<file path="src/rtl/serial_word_rx_pkg.sv">
// Package: shared types for the serial word receiver.
// Assumes nothing beyond the standard data types.
package serial_word_rx_pkg;

    // Frame walker states.
    typedef enum logic [2:0] {
        ST_IDLE  = 3'd0,
        ST_START = 3'd1,
        ST_DATA  = 3'd2,
        ST_PAR   = 3'd3,
        ST_STOP  = 3'd4
    } rx_state_e;

endpackage

</file>
<file path="src/rtl/rx_line_sync.sv">
// Module: rx_line_sync
// Brings the asynchronous serial line into the clock domain through two
// flops and flags the high-to-low transitions of the synchronised line.
// Assumes the line idles high, so all stages reset to 1.
module rx_line_sync (
    input  logic clk,
    input  logic rst_n,
    input  logic line_async,
    output logic line_s,
    output logic line_fall
);

    logic meta_q;
    logic sync_q;
    logic prev_q;

    // Purpose: two-flop synchroniser plus one delay stage for edge detection.
    always_ff @(posedge clk) begin
        if (!rst_n) begin
            meta_q <= 1'b1;
            sync_q <= 1'b1;
            prev_q <= 1'b1;
        end else begin
            meta_q <= line_async;
            sync_q <= meta_q;
            prev_q <= sync_q;
        end
    end

    assign line_s    = sync_q;
    assign line_fall = prev_q & ~sync_q;

endmodule

</file>
<file path="src/rtl/rx_frame_fsm.sv">
// Module: rx_frame_fsm
// Walks one serial frame. It counts oversampling strobes from the falling
// edge, confirms the start bit at the half-bit point, samples every later
// bit at its centre, and emits a one-cycle completion pulse together with
// the word, its parity result and its stop-bit result.
// Assumes DATA_BITS >= 2, OVERSAMPLE even and >= 4, and a format
// configuration that does not change while a frame is in flight.
module rx_frame_fsm
    import serial_word_rx_pkg::*;
#(
    parameter int DATA_BITS  = 8,
    parameter int OVERSAMPLE = 16
) (
    input  logic                 clk,
    input  logic                 rst_n,
    input  logic                 line_s,
    input  logic                 line_fall,
    input  logic                 os_tick,
    input  logic                 parity_en,
    input  logic                 parity_odd,
    output logic                 word_done,
    output logic [DATA_BITS-1:0] word_data,
    output logic                 word_perr,
    output logic                 word_ferr
);

    localparam int PH_W = $clog2(OVERSAMPLE);
    localparam int BI_W = $clog2(DATA_BITS);
    localparam logic [PH_W-1:0] PH_HALF = PH_W'(OVERSAMPLE / 2 - 1);
    localparam logic [PH_W-1:0] PH_FULL = PH_W'(OVERSAMPLE - 1);
    localparam logic [BI_W-1:0] BI_LAST = BI_W'(DATA_BITS - 1);

    rx_state_e            state;
    logic [PH_W-1:0]      phase;
    logic [BI_W-1:0]      bit_idx;
    logic [DATA_BITS-1:0] shreg;
    logic                 par_rx;
    logic                 done_q;
    logic                 perr_q;
    logic                 ferr_q;
    logic                 at_centre;
    logic                 par_expect;

    // Purpose: high when the current strobe lands on a bit centre.
    always_comb begin
        at_centre = os_tick && (phase == PH_FULL);
    end

    // Purpose: parity bit the transmitter should have sent for the word.
    always_comb begin
        par_expect = (^shreg) ^ parity_odd;
    end

    // Purpose: frame state, strobe phase, bit index and shift register.
    always_ff @(posedge clk) begin
        if (!rst_n) begin
            state   <= ST_IDLE;
            phase   <= '0;
            bit_idx <= '0;
            shreg   <= '0;
            par_rx  <= 1'b0;
            done_q  <= 1'b0;
            perr_q  <= 1'b0;
            ferr_q  <= 1'b0;
        end else begin
            done_q <= 1'b0;
            unique case (state)
                ST_IDLE: begin
                    if (line_fall) begin
                        state <= ST_START;
                        phase <= '0;
                    end
                end
                ST_START: begin
                    if (os_tick) begin
                        if (phase == PH_HALF) begin
                            phase   <= '0;
                            bit_idx <= '0;
                            state   <= line_s ? ST_IDLE : ST_DATA;
                        end else begin
                            phase <= phase + 1'b1;
                        end
                    end
                end
                ST_DATA: begin
                    if (at_centre) begin
                        phase <= '0;
                        shreg <= {line_s, shreg[DATA_BITS-1:1]};
                        if (bit_idx == BI_LAST) begin
                            state <= parity_en ? ST_PAR : ST_STOP;
                        end else begin
                            bit_idx <= bit_idx + 1'b1;
                        end
                    end else if (os_tick) begin
                        phase <= phase + 1'b1;
                    end
                end
                ST_PAR: begin
                    if (at_centre) begin
                        phase  <= '0;
                        par_rx <= line_s;
                        state  <= ST_STOP;
                    end else if (os_tick) begin
                        phase <= phase + 1'b1;
                    end
                end
                ST_STOP: begin
                    if (at_centre) begin
                        phase  <= '0;
                        done_q <= 1'b1;
                        ferr_q <= ~line_s;
                        perr_q <= parity_en && (par_rx != par_expect);
                        state  <= ST_IDLE;
                    end else if (os_tick) begin
                        phase <= phase + 1'b1;
                    end
                end
                default: state <= ST_IDLE;
            endcase
        end
    end

    assign word_done = done_q;
    assign word_data = shreg;
    assign word_perr = perr_q;
    assign word_ferr = ferr_q;

    // a start bit that is high again at the half-bit check is dropped.
    p_glitch_reject_r2: assert property (@(posedge clk) disable iff (!rst_n)
        (state == ST_START && os_tick && phase == PH_HALF && line_s)
        |=> (state == ST_IDLE && !word_done));

    // every completed frame gives exactly a one-cycle pulse.
    p_done_pulse_r3: assert property (@(posedge clk) disable iff (!rst_n)
        word_done |=> !word_done);

    // with parity off, no parity error can be reported.
    p_no_perr_without_parity_r6: assert property (@(posedge clk) disable iff (!rst_n)
        (word_done && !parity_en) |-> !word_perr);

    // after the stop sample the walker is ready for the next edge.
    p_ready_after_stop_r10: assert property (@(posedge clk) disable iff (!rst_n)
        word_done |-> (state == ST_IDLE));

endmodule

</file>
<file path="src/rtl/rx_hold_reg.sv">
// Module: rx_hold_reg
// Single-entry holding register for received words and their flags.
// A completing word always replaces the held one; the overrun flag records
// that an unread word was lost. A read strobe empties the register.
// Assumes word_done is a one-cycle pulse.
module rx_hold_reg #(
    parameter int DATA_BITS = 8
) (
    input  logic                 clk,
    input  logic                 rst_n,
    input  logic                 word_done,
    input  logic [DATA_BITS-1:0] word_data,
    input  logic                 word_perr,
    input  logic                 word_ferr,
    input  logic                 rd_ack,
    output logic [DATA_BITS-1:0] rx_data,
    output logic                 rx_valid,
    output logic                 err_parity,
    output logic                 err_frame,
    output logic                 err_overrun
);

    // Purpose: load a new word, track overrun, clear on read.
    always_ff @(posedge clk) begin
        if (!rst_n) begin
            rx_data     <= '0;
            rx_valid    <= 1'b0;
            err_parity  <= 1'b0;
            err_frame   <= 1'b0;
            err_overrun <= 1'b0;
        end else if (word_done) begin
            rx_data     <= word_data;
            rx_valid    <= 1'b1;
            err_parity  <= word_perr;
            err_frame   <= word_ferr;
            err_overrun <= (rx_valid | err_overrun) & ~rd_ack;
        end else if (rd_ack) begin
            rx_valid    <= 1'b0;
            err_parity  <= 1'b0;
            err_frame   <= 1'b0;
            err_overrun <= 1'b0;
        end
    end

    // an overrun is only reported alongside a held word.
    p_overrun_needs_valid_r8: assert property (@(posedge clk) disable iff (!rst_n)
        err_overrun |-> rx_valid);

    // a word landing on an unread word, without a read, flags overrun.
    p_overrun_on_collision_r8: assert property (@(posedge clk) disable iff (!rst_n)
        (word_done && rx_valid && !rd_ack) |=> err_overrun);

    // a read with no new word empties the register and clears flags.
    p_ack_clears_r9: assert property (@(posedge clk) disable iff (!rst_n)
        (rd_ack && !word_done) |=> (!rx_valid && !err_overrun && !err_parity && !err_frame));

    // a completed frame always leaves a valid word behind.
    p_load_sets_valid_r3: assert property (@(posedge clk) disable iff (!rst_n)
        word_done |=> rx_valid);

endmodule

</file>
<file path="src/rtl/serial_word_rx.sv">
// Module: serial_word_rx (top)
// Oversampling serial receiver: synchroniser, frame walker and holding
// register. Assumes os_tick arrives OVERSAMPLE times per nominal bit time
// and lasts one clock cycle.
module serial_word_rx #(
    parameter int DATA_BITS  = 8,
    parameter int OVERSAMPLE = 16
) (
    input  logic                 clk,
    input  logic                 rst_n,
    input  logic                 rx_line,
    input  logic                 os_tick,
    input  logic                 parity_en,
    input  logic                 parity_odd,
    input  logic                 rd_ack,
    output logic [DATA_BITS-1:0] rx_data,
    output logic                 rx_valid,
    output logic                 err_parity,
    output logic                 err_frame,
    output logic                 err_overrun
);

    logic                 line_s;
    logic                 line_fall;
    logic                 word_done;
    logic [DATA_BITS-1:0] word_data;
    logic                 word_perr;
    logic                 word_ferr;

    rx_line_sync u_sync (
        .clk        (clk),
        .rst_n      (rst_n),
        .line_async (rx_line),
        .line_s     (line_s),
        .line_fall  (line_fall)
    );

    rx_frame_fsm #(
        .DATA_BITS  (DATA_BITS),
        .OVERSAMPLE (OVERSAMPLE)
    ) u_fsm (
        .clk        (clk),
        .rst_n      (rst_n),
        .line_s     (line_s),
        .line_fall  (line_fall),
        .os_tick    (os_tick),
        .parity_en  (parity_en),
        .parity_odd (parity_odd),
        .word_done  (word_done),
        .word_data  (word_data),
        .word_perr  (word_perr),
        .word_ferr  (word_ferr)
    );

    rx_hold_reg #(
        .DATA_BITS (DATA_BITS)
    ) u_hold (
        .clk         (clk),
        .rst_n       (rst_n),
        .word_done   (word_done),
        .word_data   (word_data),
        .word_perr   (word_perr),
        .word_ferr   (word_ferr),
        .rd_ack      (rd_ack),
        .rx_data     (rx_data),
        .rx_valid    (rx_valid),
        .err_parity  (err_parity),
        .err_frame   (err_frame),
        .err_overrun (err_overrun)
    );

    // nothing is reported in the first cycle after reset.
    p_reset_quiet_r1: assert property (@(posedge clk)
        $past(!rst_n) |-> (!rx_valid && !err_parity && !err_frame && !err_overrun));

endmodule

</file>
<file path="config.mk">
export PLATFORM = sky130hd
export DESIGN_NAME = serial_word_rx
export DESIGN_NICKNAME = d
export VERILOG_FILES = /design/src/rtl/serial_word_rx_pkg.sv /design/src/rtl/rx_line_sync.sv /design/src/rtl/rx_frame_fsm.sv /design/src/rtl/rx_hold_reg.sv /design/src/rtl/serial_word_rx.sv
export SDC_FILE = /design/constraint.sdc
export NUM_CORES = 1
export LEC_CHECK = 0
export CORE_ASPECT_RATIO = 0.5
export CORE_MARGIN = 3
export CORE_UTILIZATION = 55
export DETAILED_ROUTE_END_ITERATION = 10
export PLACE_DENSITY = 0.79
export SLEW_MARGIN = 20
export SYNTH_ARGS = -nofsm -noshare
export SYNTH_HDL_FRONTEND = slang
export SYNTH_SLANG_ARGS = --single-unit
</file>
<file path="constraint.sdc">
create_clock -name clk -period 5.5 [get_ports clk]
set_input_delay 0.55 -clock clk [delete_from_list [all_inputs] [get_ports clk]]
set_output_delay 0.55 -clock clk [all_outputs]
set_load 0.05 [all_outputs]
</file>
---- Word-level counts from Yosys, hierarchy flattened ----
Cells that the tools add are included.
word-level totals
  flip-flop bits (word level) ............. 37
  input bits .............................. 7
  output and inout bits ................... 12
  word-level logic and storage cells ...... 83
cells by class
  $add $sub $neg .......................... 2
  equal/unequal tests ..................... 17
  mux-type cells .......................... 27
  bitwise operators ....................... 6
  reductions and logical operators ........ 15
operators with widths
  kind                                                                     count
  3-bit two-way mux                                                        12
  4-bit two-way mux                                                        5
  3-bit one-hot mux with 5 select lines                                    1
  4-bit one-hot mux with 3 select lines                                    1
  2-bit by 1-bit inequality test with 1-bit output, second input constant  5
  2-bit AND reduction                                                      4
  8-bit XOR reduction                                                      1
  7-bit AND reduction                                                      1
  3-bit by 2-bit == test with 1-bit output, second input constant          2
  3-bit == test, second input constant                                     2
  1-bit two-way mux                                                        6
  2-bit inequality test, second input constant                             3
  3-bit one-hot mux with 2 select lines                                    1
  5-bit AND reduction                                                      1
  4-bit by 1-bit adder with 4-bit output, second input constant            1
  4-bit by 3-bit == test with 1-bit output, second input constant          1
  4-bit == test, second input constant                                     1
  4-bit AND reduction                                                      1
  2-bit nonzero test                                                       2
  3-bit by 1-bit adder with 3-bit output, second input constant            1
  3-bit by 1-bit == test with 1-bit output, second input constant          1
  3-bit zero test                                                          1
  3-bit by 1-bit inequality test with 1-bit output, second input constant  1
  3-bit nonzero test                                                       1
  other kinds (8)                                                          11

---- Longest topological paths before layout ----
Gate-level depths: netlist (run 1).
  word-level depth ........................ 4
  depth in mapped cells ................... 7
  depth with buffers taken out ............ 7

---- By module ----
Synthesis (run 1) repeated with hierarchy kept, for this count alone.
unflattened totals
  cell total of the unflattened synthesis .. 171
  area total of the unflattened synthesis .. 1741.7 um2
by module, submodules not included
  module        instances  cells an instance  area an instance (um2)
  rx_frame_fsm  1          126                1198.6
  rx_hold_reg   1          38                 457.9
  rx_line_sync  1          7                  85.1

---- Least setup slack after synthesis (run 1) ----
No wires, ideal clock.
  path kind ............................... register -> register
  start ................................... reg u_fsm.bit_idx[0]
  end ..................................... reg u_fsm.bit_idx[1]
  setup time .............................. 0.070 ns
  arrival time ............................ 1.660 ns
  path slack .............................. 3.770 ns
  cell stages (with the launch flop) ...... 8
  path buffers ............................ 0
  period minus slack after synthesis ...... 1.730 ns
  cell sequence ........................... dfxtp_1 > ha_1 > ha_1 > nor3b_2 > a2bb2oi_1 > or3_4 > or3_1 > a21oi_1
between the ends
  word-level cells in the longest chain between the ends .. 4
  elaborated cells on any way between the ends .. 7
  those cells by class .................... add/sub (1); eq/ne (2); mux (3); reduce/logical (1)
RTL lines
  item                                    RTL line            RTL
  start, declared                         rx_frame_fsm.sv:35  logic [BI_W-1:0] bit_idx;
  start signal, assigned                  rx_frame_fsm.sv:92  bit_idx <= bit_idx + 1'b1;
  3-bit by 1-bit adder with 3-bit output  rx_frame_fsm.sv:92
  3-bit two-way mux                       rx_frame_fsm.sv:89  if (bit_idx == BI_LAST) begin
  3-bit two-way mux                       rx_frame_fsm.sv:86  if (at_centre) begin
  3-bit one-hot mux with 2 select lines   rx_frame_fsm.sv:67  unique case (state)
Several ways; a longest one is shown, not always the timed one. The select of a mux whose other input is x is not followed.
A chain may end at the register's enable or synchronous reset.

---- Worst setup path after layout (run 1) ----
  start ................................... reg u_hold.rx_valid
  end ..................................... out rx_valid
RTL lines
  item                    RTL line              RTL
  start, declared         rx_hold_reg.sv:17     output logic rx_valid,
  start signal, assigned  rx_hold_reg.sv:27     rx_valid <= 1'b0;
  start signal, assigned  rx_hold_reg.sv:33     rx_valid <= 1'b1;
  start signal, assigned  rx_hold_reg.sv:38     rx_valid <= 1'b0;
  end, declared           serial_word_rx.sv:17  output logic rx_valid,
No word-level cell between the ends.

==> results of run 1 <==
worst min path at each step:
stage                                         from                        to
after floorplan           u_sync.meta_q$_SDFF_PN1_  u_sync.line_s$_SDFF_PN1_
after CTS                 u_sync.meta_q$_SDFF_PN1_  u_sync.line_s$_SDFF_PN1_
after detailed placement  u_sync.meta_q$_SDFF_PN1_  u_sync.line_s$_SDFF_PN1_
final                     u_sync.meta_q$_SDFF_PN1_  u_sync.line_s$_SDFF_PN1_
after global routing      u_sync.meta_q$_SDFF_PN1_  u_sync.line_s$_SDFF_PN1_
after global placement    u_sync.meta_q$_SDFF_PN1_  u_sync.line_s$_SDFF_PN1_
state kept, by name, indices dropped and copies added, names as in the netlist:
name / cells
u_hold.err_overrun: 1
u_fsm.word_data: 8
u_sync.prev_q: 1
u_sync.meta_q: 1
u_hold.rx_valid: 1
u_fsm.bit_idx: 3
u_fsm.state: 3
u_fsm.phase: 4
u_hold.rx_data: 8
u_fsm.par_rx: 1
u_fsm.word_done: 1
u_fsm.word_ferr: 1
u_sync.line_s: 1
u_fsm.word_perr: 1
u_hold.err_parity: 1
u_hold.err_frame: 1
layout make-up:
cell class | count | area, µm²
Clock buffer | 5 | 68.8
Clock inverter | 3 | 46.3
Fill cell | 231 | 764
Inverter | 6 | 22.5
Multi-Input combinational cell | 131 | 863
Sequential cell | 37 | 741
Tap cell | 37 | 46.3
Timing Repair Buffer | 18 | 180
cells by family after synthesis:
family	count (synthesis)
muxes	17
and+or+nand+nor	72
xor gates and xnor gates	8
DFF	37
buffers and inverters	14
AOI/OAI and AO/OA	31
adders and majority gates	3
power by group through the flow:
| stage | registers [W] | clock network (W) | logic, W |
|---|---|---|---|
| final | 0.000271 | 0.000240 | 0.0000212 |
| after floorplan | 0.000276 | 0 | 0.0000137 |
| after global placement | 0.000278 | 0 | 0.0000206 |
| after detailed placement | 0.000278 | 0 | 0.0000210 |
| after CTS | 0.000271 | 0.000244 | 0.0000212 |
| after global routing | 0.000272 | 0.000258 | 0.0000235 |
stage by stage:
step                      power [W]  worst slack [ns]  hold slack (ns)  util [%]
final                      0.000533              3.49            0.413      72.0
after global routing       0.000553              3.41            0.434      72.0
after CTS                  0.000537              3.48            0.419      72.0
after detailed placement   0.000299              3.26            0.396      67.8
after global placement     0.000298              3.28            0.395      67.8
after floorplan            0.000290              3.77            0.386         -
cell usage in the layout, fill, tap and decap left out, types with 2 or more instances in the layout:
cell,netlist,final
clkdlybuf4s50_1,0,18
a31oi_1,2,2
nand2_1,11,11
nand3_1,7,7
clkbuf_8,0,5
o21ai_0,4,4
nor3_1,3,3
nand3b_1,2,2
nand4b_1,2,2
nand2b_1,4,4
nor3b_1,2,2
a2bb2oi_1,2,2
or3_1,3,3
a21oi_1,12,12
nor2b_1,3,3
xnor2_1,7,7
o21a_1,3,3
dfxtp_1,37,37
ha_1,3,3
nor2_1,27,27
inv_1,6,6
mux2i_1,17,17
a22oi_1,2,2
routing by layer:
layer / GRT usage (%) / wire length, µm / up-vias
met5: 0 / 0 / -
met3: 6.92 / 125 / 4
li1: - / - / 671
met2: 31.3 / 1490 / 18
met4: 5.13 / 28 / 0
met1: 25.3 / 1660 / 623
==> impl_metrics.toml, run 1 <==
[critical_path]
path_max_fanout = 3
r2r_cells = 7
crit_path_end_kind = "primary output"
path_buf_inv = 1
cp.depth = 1
crit_required_ns = 4.95
timing.rr.end = "u_fsm.state[1]$_SDFFE_PN0P_"
r2r_start = "u_fsm.bit_idx[0]$_SDFFE_PN0P_"
endpoint = "rx_valid"
crit_family = "buffers and inverters"
crit_chain = "clkdlybuf4s50_1"
path_class = "reg -> out"
worstSetupStartpoint = "u_hold.rx_valid$_SDFFE_PN0P_"
cp_slowest_cell = "clkdlybuf4s50_1"
ff2ff_setup_slack_ns = 3.61
max_stage_delay_ns = 0.81
startpoint_type = "flop"
arrival_ns = 1.46

[timing]
fmax_mhz = 497
slew_headroom_pct = 34.9
fin_crit_ns = 2.01
rsz0062_at_grt = "no"
tightest_slew_ns = 0.976
fin_skew_ns = 0.00739
setup_viol_count_final = 0
drv_slew = 0
fin_crit_sh_pct = 36.6
setup-tns-final_ns = 0
hold_viol = 0

[cts]
cts.root.buffer_cell = "clkbuf_8"
cts_num_sinks = 37
post_cts_buffers = 0
cts.path.max_buffers = 2
ctsResizeCount = 0
htreeDepth = 2
cts_buffers = 5
clkTransAtPathRegs_ns = 0.08
clk-insertion-delay-late_ns = 0.30
hold_buffers = 0
cts_tree = "done"

[power]
p_clk_share_pct = 45.1
p_per_area_nw_per_um2 = 271
ir_worst_vdd_mv = 0.155
combPwrFrac_pct = 4.0
switching_share_pct = 22.3
p_int_w = 0.000414
switchingPower_w = 0.000119
power_leakage_nw = 0.675
pwr-share-seq_pct = 50.9

[global_route]
grt-ovfl-total = 0
grt_max_degree = 33
track_usage_pct = 19.4
first_global_vias = 1240
antenna_found_initial = 0
grt_pass1_wl_um = 5730

[cells_and_area]
instances_no_fill = 237
fin_area_um2 = 1970
drive_gt1_share_pct = 6.50
antenna_cells_inserted = 0
fin_nets = 209
area_delta_synth_final_pct = 18.6

[detailed_routing]
wl_per_cell_um = 13.9
routed_wl_um = 3300
antenna_left = 0
first_pass_iters = 4
viasPerCell = 5.55
drc = 0
vias = 1316
drt_iter0_markers = 62

[logic_synthesis]
synthTopCellsByCount = "dfxtp_1, nor2_1, mux2i_1"
seq_area_frac_synth_pct = 44.6
ys.flop_type = "dfxtp_1"
synth-compound-area-share_pct = 12.2
synth-simple-area-share_pct = 22.2
synthAdderAreaFrac_pct = 2.26
synthXorXnorAreaFrac_pct = 5.05
yosys.cell_types.count = 39
muxShareOfSynthArea_pct = 10.3
yosysWarnings = 0
synth_cells = 182
synth_top_area_share_pct = 44.6
synth-edff-count = 0
syn_nets = 192
avgSynthCellArea_um2 = 9.12
synth_top_family_by_area = "simple AND/OR/NAND/NOR gates"
synth_area_leaders = "dfxtp_1, mux2i_1, nor2_1"
synth_area_um2 = 1660
synth_top_cell_by_area = "dfxtp_1"
ys_ff_latch = 37
yosysMostFrequentCell = "dfxtp_1"
synthArstFlopShare_pct = 0

[placed_design]
dpl.cell_count = 229
detailed_place_hpwl_um = 2260
globalplace.congestion = 0.777
portBuffers = 18
placed_area_um2 = 1850

[die]
die_w_um = 83.7
io_pins = 19
core_um2 = 2730
dieArea_um2 = 3750
rows = 13
dieHeight_um = 44.8
start_util_pct = 60.7

[worst_hold_path]
hold_class = "reg -> reg"
min_delay_path_depth = 1

[run_status]
outcome = "completed"

[flow_run]
cap_violations = 0
(Power assumes the default switching activity.)
==> run 2, diff against run 1 <==
- CORE_UTILIZATION: 55 -> 54
- PLACE_DENSITY: 0.79 -> 0.78
- clock period: 5.5 -> 1.9 ns (I/O delays scaled with it)
==> impl_metrics.toml, run 2 (synthesized netlist as in run 1, its figures left out) <==
[timing]
hold_viol = 0
fin_skew_ns = 0.00330
setup-tns-final_ns = 0
tightest_slew_ns = 0.688
fmax_mhz = 528
fin_ws_ns = 0.00662
drv_slew = 0
fin_crit_ns = 1.89
fin_crit_sh_pct = 99.7
slew_headroom_pct = 54.1
setup_viol_count_final = 0

[die]
core_um2 = 2750
die_w_um = 84.4
dieArea_um2 = 3810
dieHeight_um = 45.2
rows = 13
start_util_pct = 60.4
io_pins = 19

[detailed_routing]
first_pass_iters = 4
antenna_left = 0
drt_iter0_markers = 119
viasPerCell = 5.69
drc = 0
wl_per_cell_um = 14.2
routed_wl_um = 3450
vias = 1376

[flow_run]
cap_violations = 0

[cells_and_area]
final_cell_mix = "dfxtp_1, nor2_1, clkdlybuf4s50_1, mux2i_1, nand2_1"
utilization_pct = 75.8
fin_nets = 214
drive_gt1_share_pct = 14.1
fin_area_um2 = 2080
antenna_cells_inserted = 0
area_delta_synth_final_pct = 25.6
final_common_cell = "dfxtp_1"

[global_route]
antenna_found_initial = 0
first_global_vias = 1260
track_usage_pct = 19.1
grt_max_degree = 29
grt_pass1_wl_um = 5600
grt-ovfl-total = 0

[critical_path]
r2r_cells = 7
arrival_ns = 2.11
crit_chain = "ha_2 > ha_4 > nor3b_2 > a2bb2oi_1 > or3_4 > or3_4 > a21oi_2"
timing.rr.end = "u_fsm.bit_idx[1]$_SDFFE_PN0P_"
path_max_fanout = 5
max_stage_delay_ns = 0.40
path_class = "reg -> reg"
startpoint_type = "flop"
worstSetupStartpoint = "u_fsm.bit_idx[0]$_SDFFE_PN0P_"
cp_slowest_cell = "or3_4"
ff2ff_setup_slack_ns = 0.007
r2r_start = "u_fsm.bit_idx[0]$_SDFFE_PN0P_"
crit_required_ns = 2.12
crit_top_cell = "or3_4"
crit_path_end_kind = "flop"
endpoint = "u_fsm.bit_idx[1]$_SDFFE_PN0P_"

[cts]
cts.root.buffer_cell = "clkbuf_8"
clkTransAtPathRegs_ns = 0.07
clk-insertion-delay-late_ns = 0.29
cts_buffers = 5
cts.path.max_buffers = 2
htreeDepth = 2
cts_tree = "done"
cts_num_sinks = 37

[power]
power_leakage_nw = 0.717
ir_worst_vdd_mv = 0.812
p_per_area_nw_per_um2 = 791

[placed_design]
globalplace.congestion = 0.820
portBuffers = 18
placed_area_um2 = 1890
detailed_place_hpwl_um = 2160
dp_slack_ns = 0.0609

[run_status]
outcome = "completed"

[worst_hold_path]
hold_class = "reg -> reg"
## run 2: cell count changes in the layout (fill, tap and decap cells not counted), moves of 2 or more
| cell | before | now |
|---|---|---|
| buf_4 | 0 | 4 |
| a21oi_2 | 0 | 3 |
| ha_1 | 3 | 1 |
| dfxtp_2 | 0 | 3 |
| dfxtp_1 | 37 | 34 |
| a21oi_1 | 12 | 9 |
| or3_1 | 3 | 1 |
| or3_4 | 1 | 3 |
## run 2: through the flow
| step | power, W | hold slack [ns] | instances |
|---|---|---|---|
| after global routing | 0.00171 | 0.448 | 242 |
| after floorplan | 0.000839 | 0.259 | 182 |
| after CTS | 0.00166 | 0.427 | 240 |
| after global placement | 0.000868 | 0.390 | 232 |
| after detailed placement | 0.000869 | 0.406 | 232 |
| final | 0.00165 | 0.425 | 242 |
## run 2: worst min path at each step
stage,end,cells after the start,slack [ns],start
final,u_sync.line_s$_SDFF_PN1_,1,0.42,u_sync.meta_q$_SDFF_PN1_
after global routing,u_sync.line_s$_SDFF_PN1_,1,0.45,u_sync.meta_q$_SDFF_PN1_
after global placement,u_sync.line_s$_SDFF_PN1_,1,0.39,u_sync.meta_q$_SDFF_PN1_
after CTS,u_sync.line_s$_SDFF_PN1_,1,0.43,u_sync.meta_q$_SDFF_PN1_
after detailed placement,u_sync.line_s$_SDFF_PN1_,1,0.41,u_sync.meta_q$_SDFF_PN1_
after floorplan,u_sync.prev_q$_SDFF_PN1_,1,0.26,rst_n
## run 2: cell type report
type	count	area, µm²
multi-input combinational	131	907
sequential	37	744
fill	203	664
timing repair buffer	23	230
clock buffer	5	68.8
clock inverter	3	65.1
tap	37	46.3
inverter	6	22.5
## run 2: what timing repair did
| item | CTS | global route |
|---|---|---|
| endpoints found under the setup margin | 0 | 5 |
| buffers inserted | 0 | 2 |
| hold buffers | 0 | 0 |
| resized for setup | 0 | 12 |
## run 2: critical path: cells and delay by family, from the launching register on
kind / cells / cell delay, ns
and+or+nand+nor: 3 / 0.94
adders and majority gates: 2 / 0.36
DFF: 1 / 0.32
AOI/OAI and AO/OA: 2 / 0.21
## run 2: per-layer routing
| metal | global-route usage, % | vias to the layer above | part of all wire [%] |
|---|---|---|---|
| met5 | 0 | - | 0 |
| met4 | 8.52 | 0 | 1.5 |
| met3 | 6.19 | 8 | 4.5 |
| met2 | 30.9 | 39 | 46 |
| met1 | 24.0 | 653 | 48 |
| li1 | - | 676 | - |
## run 2: power by group
group           total, W  leakage (nW)  switching [W]  internal [W]
Clock           0.000794        0.0681       0.000273      0.000521
Sequential      0.000787         0.300     0.00000715      0.000779
Combinational  0.0000677         0.349      0.0000366     0.0000310
==> run 3, diff against run 2 <==
- PLACE_DENSITY: 0.78 -> 0.85
==> impl_metrics.toml, run 3 (synthesized netlist as in run 1, its figures left out) <==
[placed_design]
placed_area_um2 = 1890
portBuffers = 18
globalplace.congestion = 0.837
detailed_place_hpwl_um = 2420
dp_slack_ns = 0.0145

[critical_path]
path_max_fanout = 6
startpoint_type = "flop"
cp_slowest_cell = "or3_4"
r2r_start = "u_fsm.bit_idx[0]$_SDFFE_PN0P_"
path_class = "reg -> reg"
cp.depth = 7
timing.rr.end = "u_fsm.bit_idx[1]$_SDFFE_PN0P_"
arrival_ns = 2.12
ff2ff_setup_slack_ns = -0.009
crit_family = "simple AND/OR/NAND/NOR gates"
r2r_cells = 7
max_stage_delay_ns = 0.41
crit_required_ns = 2.11
crit_path_end_kind = "flop"
crit_top_cell = "ha_4"
path_buf_inv = 0
crit_chain = "ha_4 > ha_4 > nor3b_2 > a2bb2oi_1 > or3_4 > or3_1 > a21oi_1"

[global_route]
first_global_vias = 1297
grt-ovfl-total = 0
grt_max_degree = 17
antenna_found_initial = 0
grt_pass1_wl_um = 5820
track_usage_pct = 20.1

[die]
dieHeight_um = 45.2
start_util_pct = 60.4
die_w_um = 84.4
io_pins = 19
core_um2 = 2750
rows = 13
dieArea_um2 = 3810

[cts]
cts_buffers = 5
cts_tree = "done"
cts_num_sinks = 37
cts.root.buffer_cell = "clkbuf_8"
clkTransAtPathRegs_ns = 0.07
htreeDepth = 2
clk-insertion-delay-late_ns = 0.29
cts.path.max_buffers = 2

[timing]
fin_crit_sh_pct = 100
fmax_mhz = 524
tightest_slew_ns = 0.645
holdWs_ns = 0.412
hold_viol = 0
fin_ws_ns = -0.00869
setup_viol_count_final = 1
fin_crit_ns = 1.91
fin_skew_ns = 0.00364
setup-tns-final_ns = -0.00869
slew_headroom_pct = 56.9
rsz0062_at_grt = "yes"
drv_slew = 0

[cells_and_area]
drive_gt1_share_pct = 12.1
fin_area_um2 = 2020
fin_nets = 215
area.sequential_um2 = 744
final_cell_mix = "dfxtp_1, nor2_1, clkdlybuf4s50_1, mux2i_1"
multi_input_area_um2 = 900
area_delta_synth_final_pct = 21.8
final_common_cell = "dfxtp_1"
antenna_cells_inserted = 0
nFillCells = 185

[run_status]
violations = "negative setup slack"
outcome = "finished with violations"

[detailed_routing]
viasPerCell = 5.53
routed_wl_um = 3440
drt_iter0_markers = 86
drc = 0
wl_per_cell_um = 14.2
vias = 1345
antenna_left = 0
first_pass_iters = 4

[power]
p_per_area_nw_per_um2 = 682
p_total_w = 0.00138
ir_worst_vdd_mv = 0.624
power_leakage_nw = 0.693

[worst_hold_path]
min_delay_path_depth = 1
min-delay-start = "u_sync.meta_q$_SDFF_PN1_"
hold_end = "u_sync.line_s$_SDFF_PN1_"
hold_class = "reg -> reg"

[flow_run]
cap_violations = 0
run 3: changes by cell type in the layout (fill, tap and decap cells not counted):
cell and delta:
ha_4 +1, clkbuf_1 +1, or3_4 -2, buf_12 -1, bufinv_16 -2, ha_2 -1
or3_1 +2, buf_4 +2, a21oi_2 -2, o21ai_1 +1, clkinv_2 +1, a21oi_1 +2
o21ai_0 -1
run 3: area by class of cell:
cell class / instances / share of cell area (%)
clock buffer: 6 / 3.59
clock inverter: 2 / 0.495
inverter: 6 / 1.11
multi-input combinational: 131 / 44.5
sequential: 37 / 36.8
tap: 37 / 2.29
timing repair buffer: 24 / 11.1
run 3: through the flow:
stage | instances | utilization (%)
6_report | 243 | 73.5
5_1_grt | 243 | 73.5
4_1_cts | 242 | 71.8
3_5_place_dp | 234 | 68.8
3_3_place_gp | 234 | 68.8
2_1_floorplan | 182 | -
run 3: per-layer routing:
metal | up-vias | share of wire, % | global-route usage (%)
li1 | 687 | - | -
met1 | 625 | 46 | 23.0
met2 | 29 | 47 | 35.3
met3 | 4 | 5.0 | 7.10
met4 | 0 | 1.6 | 8.52
met5 | - | 0 | 0
run 3: report_power, final:
group	internal (W)	leakage, nW	switching (W)
clock	0.000254	0.0450	0.000270
combinational	0.0000311	0.348	0.0000374
sequential	0.000780	0.300	0.00000618
run 3: timing repair:
item / 4_1_cts / 5_1_grt
cloned: 0 / 0
hold buffers: 0 / 0
pin swaps: 0 / 6
endpoints found under the setup margin: 1 / 6
buffers inserted: 0 / 1
gates resized for setup: 1 / 9
run 3: worst max path at each step:
stage / from / to / slack, ns
2_1_floorplan: u_fsm.bit_idx[0]$_SDFFE_PN0P_ / u_fsm.bit_idx[1]$_SDFFE_PN0P_ / 0.17
3_3_place_gp: os_tick / u_fsm.bit_idx[1]$_SDFFE_PN0P_ / 0.1
3_5_place_dp: u_fsm.bit_idx[0]$_SDFFE_PN0P_ / u_fsm.state[0]$_SDFFE_PN0P_ / 0.01
4_1_cts: u_fsm.bit_idx[0]$_SDFFE_PN0P_ / u_fsm.bit_idx[1]$_SDFFE_PN0P_ / 0.02
5_1_grt: u_fsm.bit_idx[0]$_SDFFE_PN0P_ / u_fsm.bit_idx[1]$_SDFFE_PN0P_ / -0.06
6_report: u_fsm.bit_idx[0]$_SDFFE_PN0P_ / u_fsm.bit_idx[1]$_SDFFE_PN0P_ / -0.009
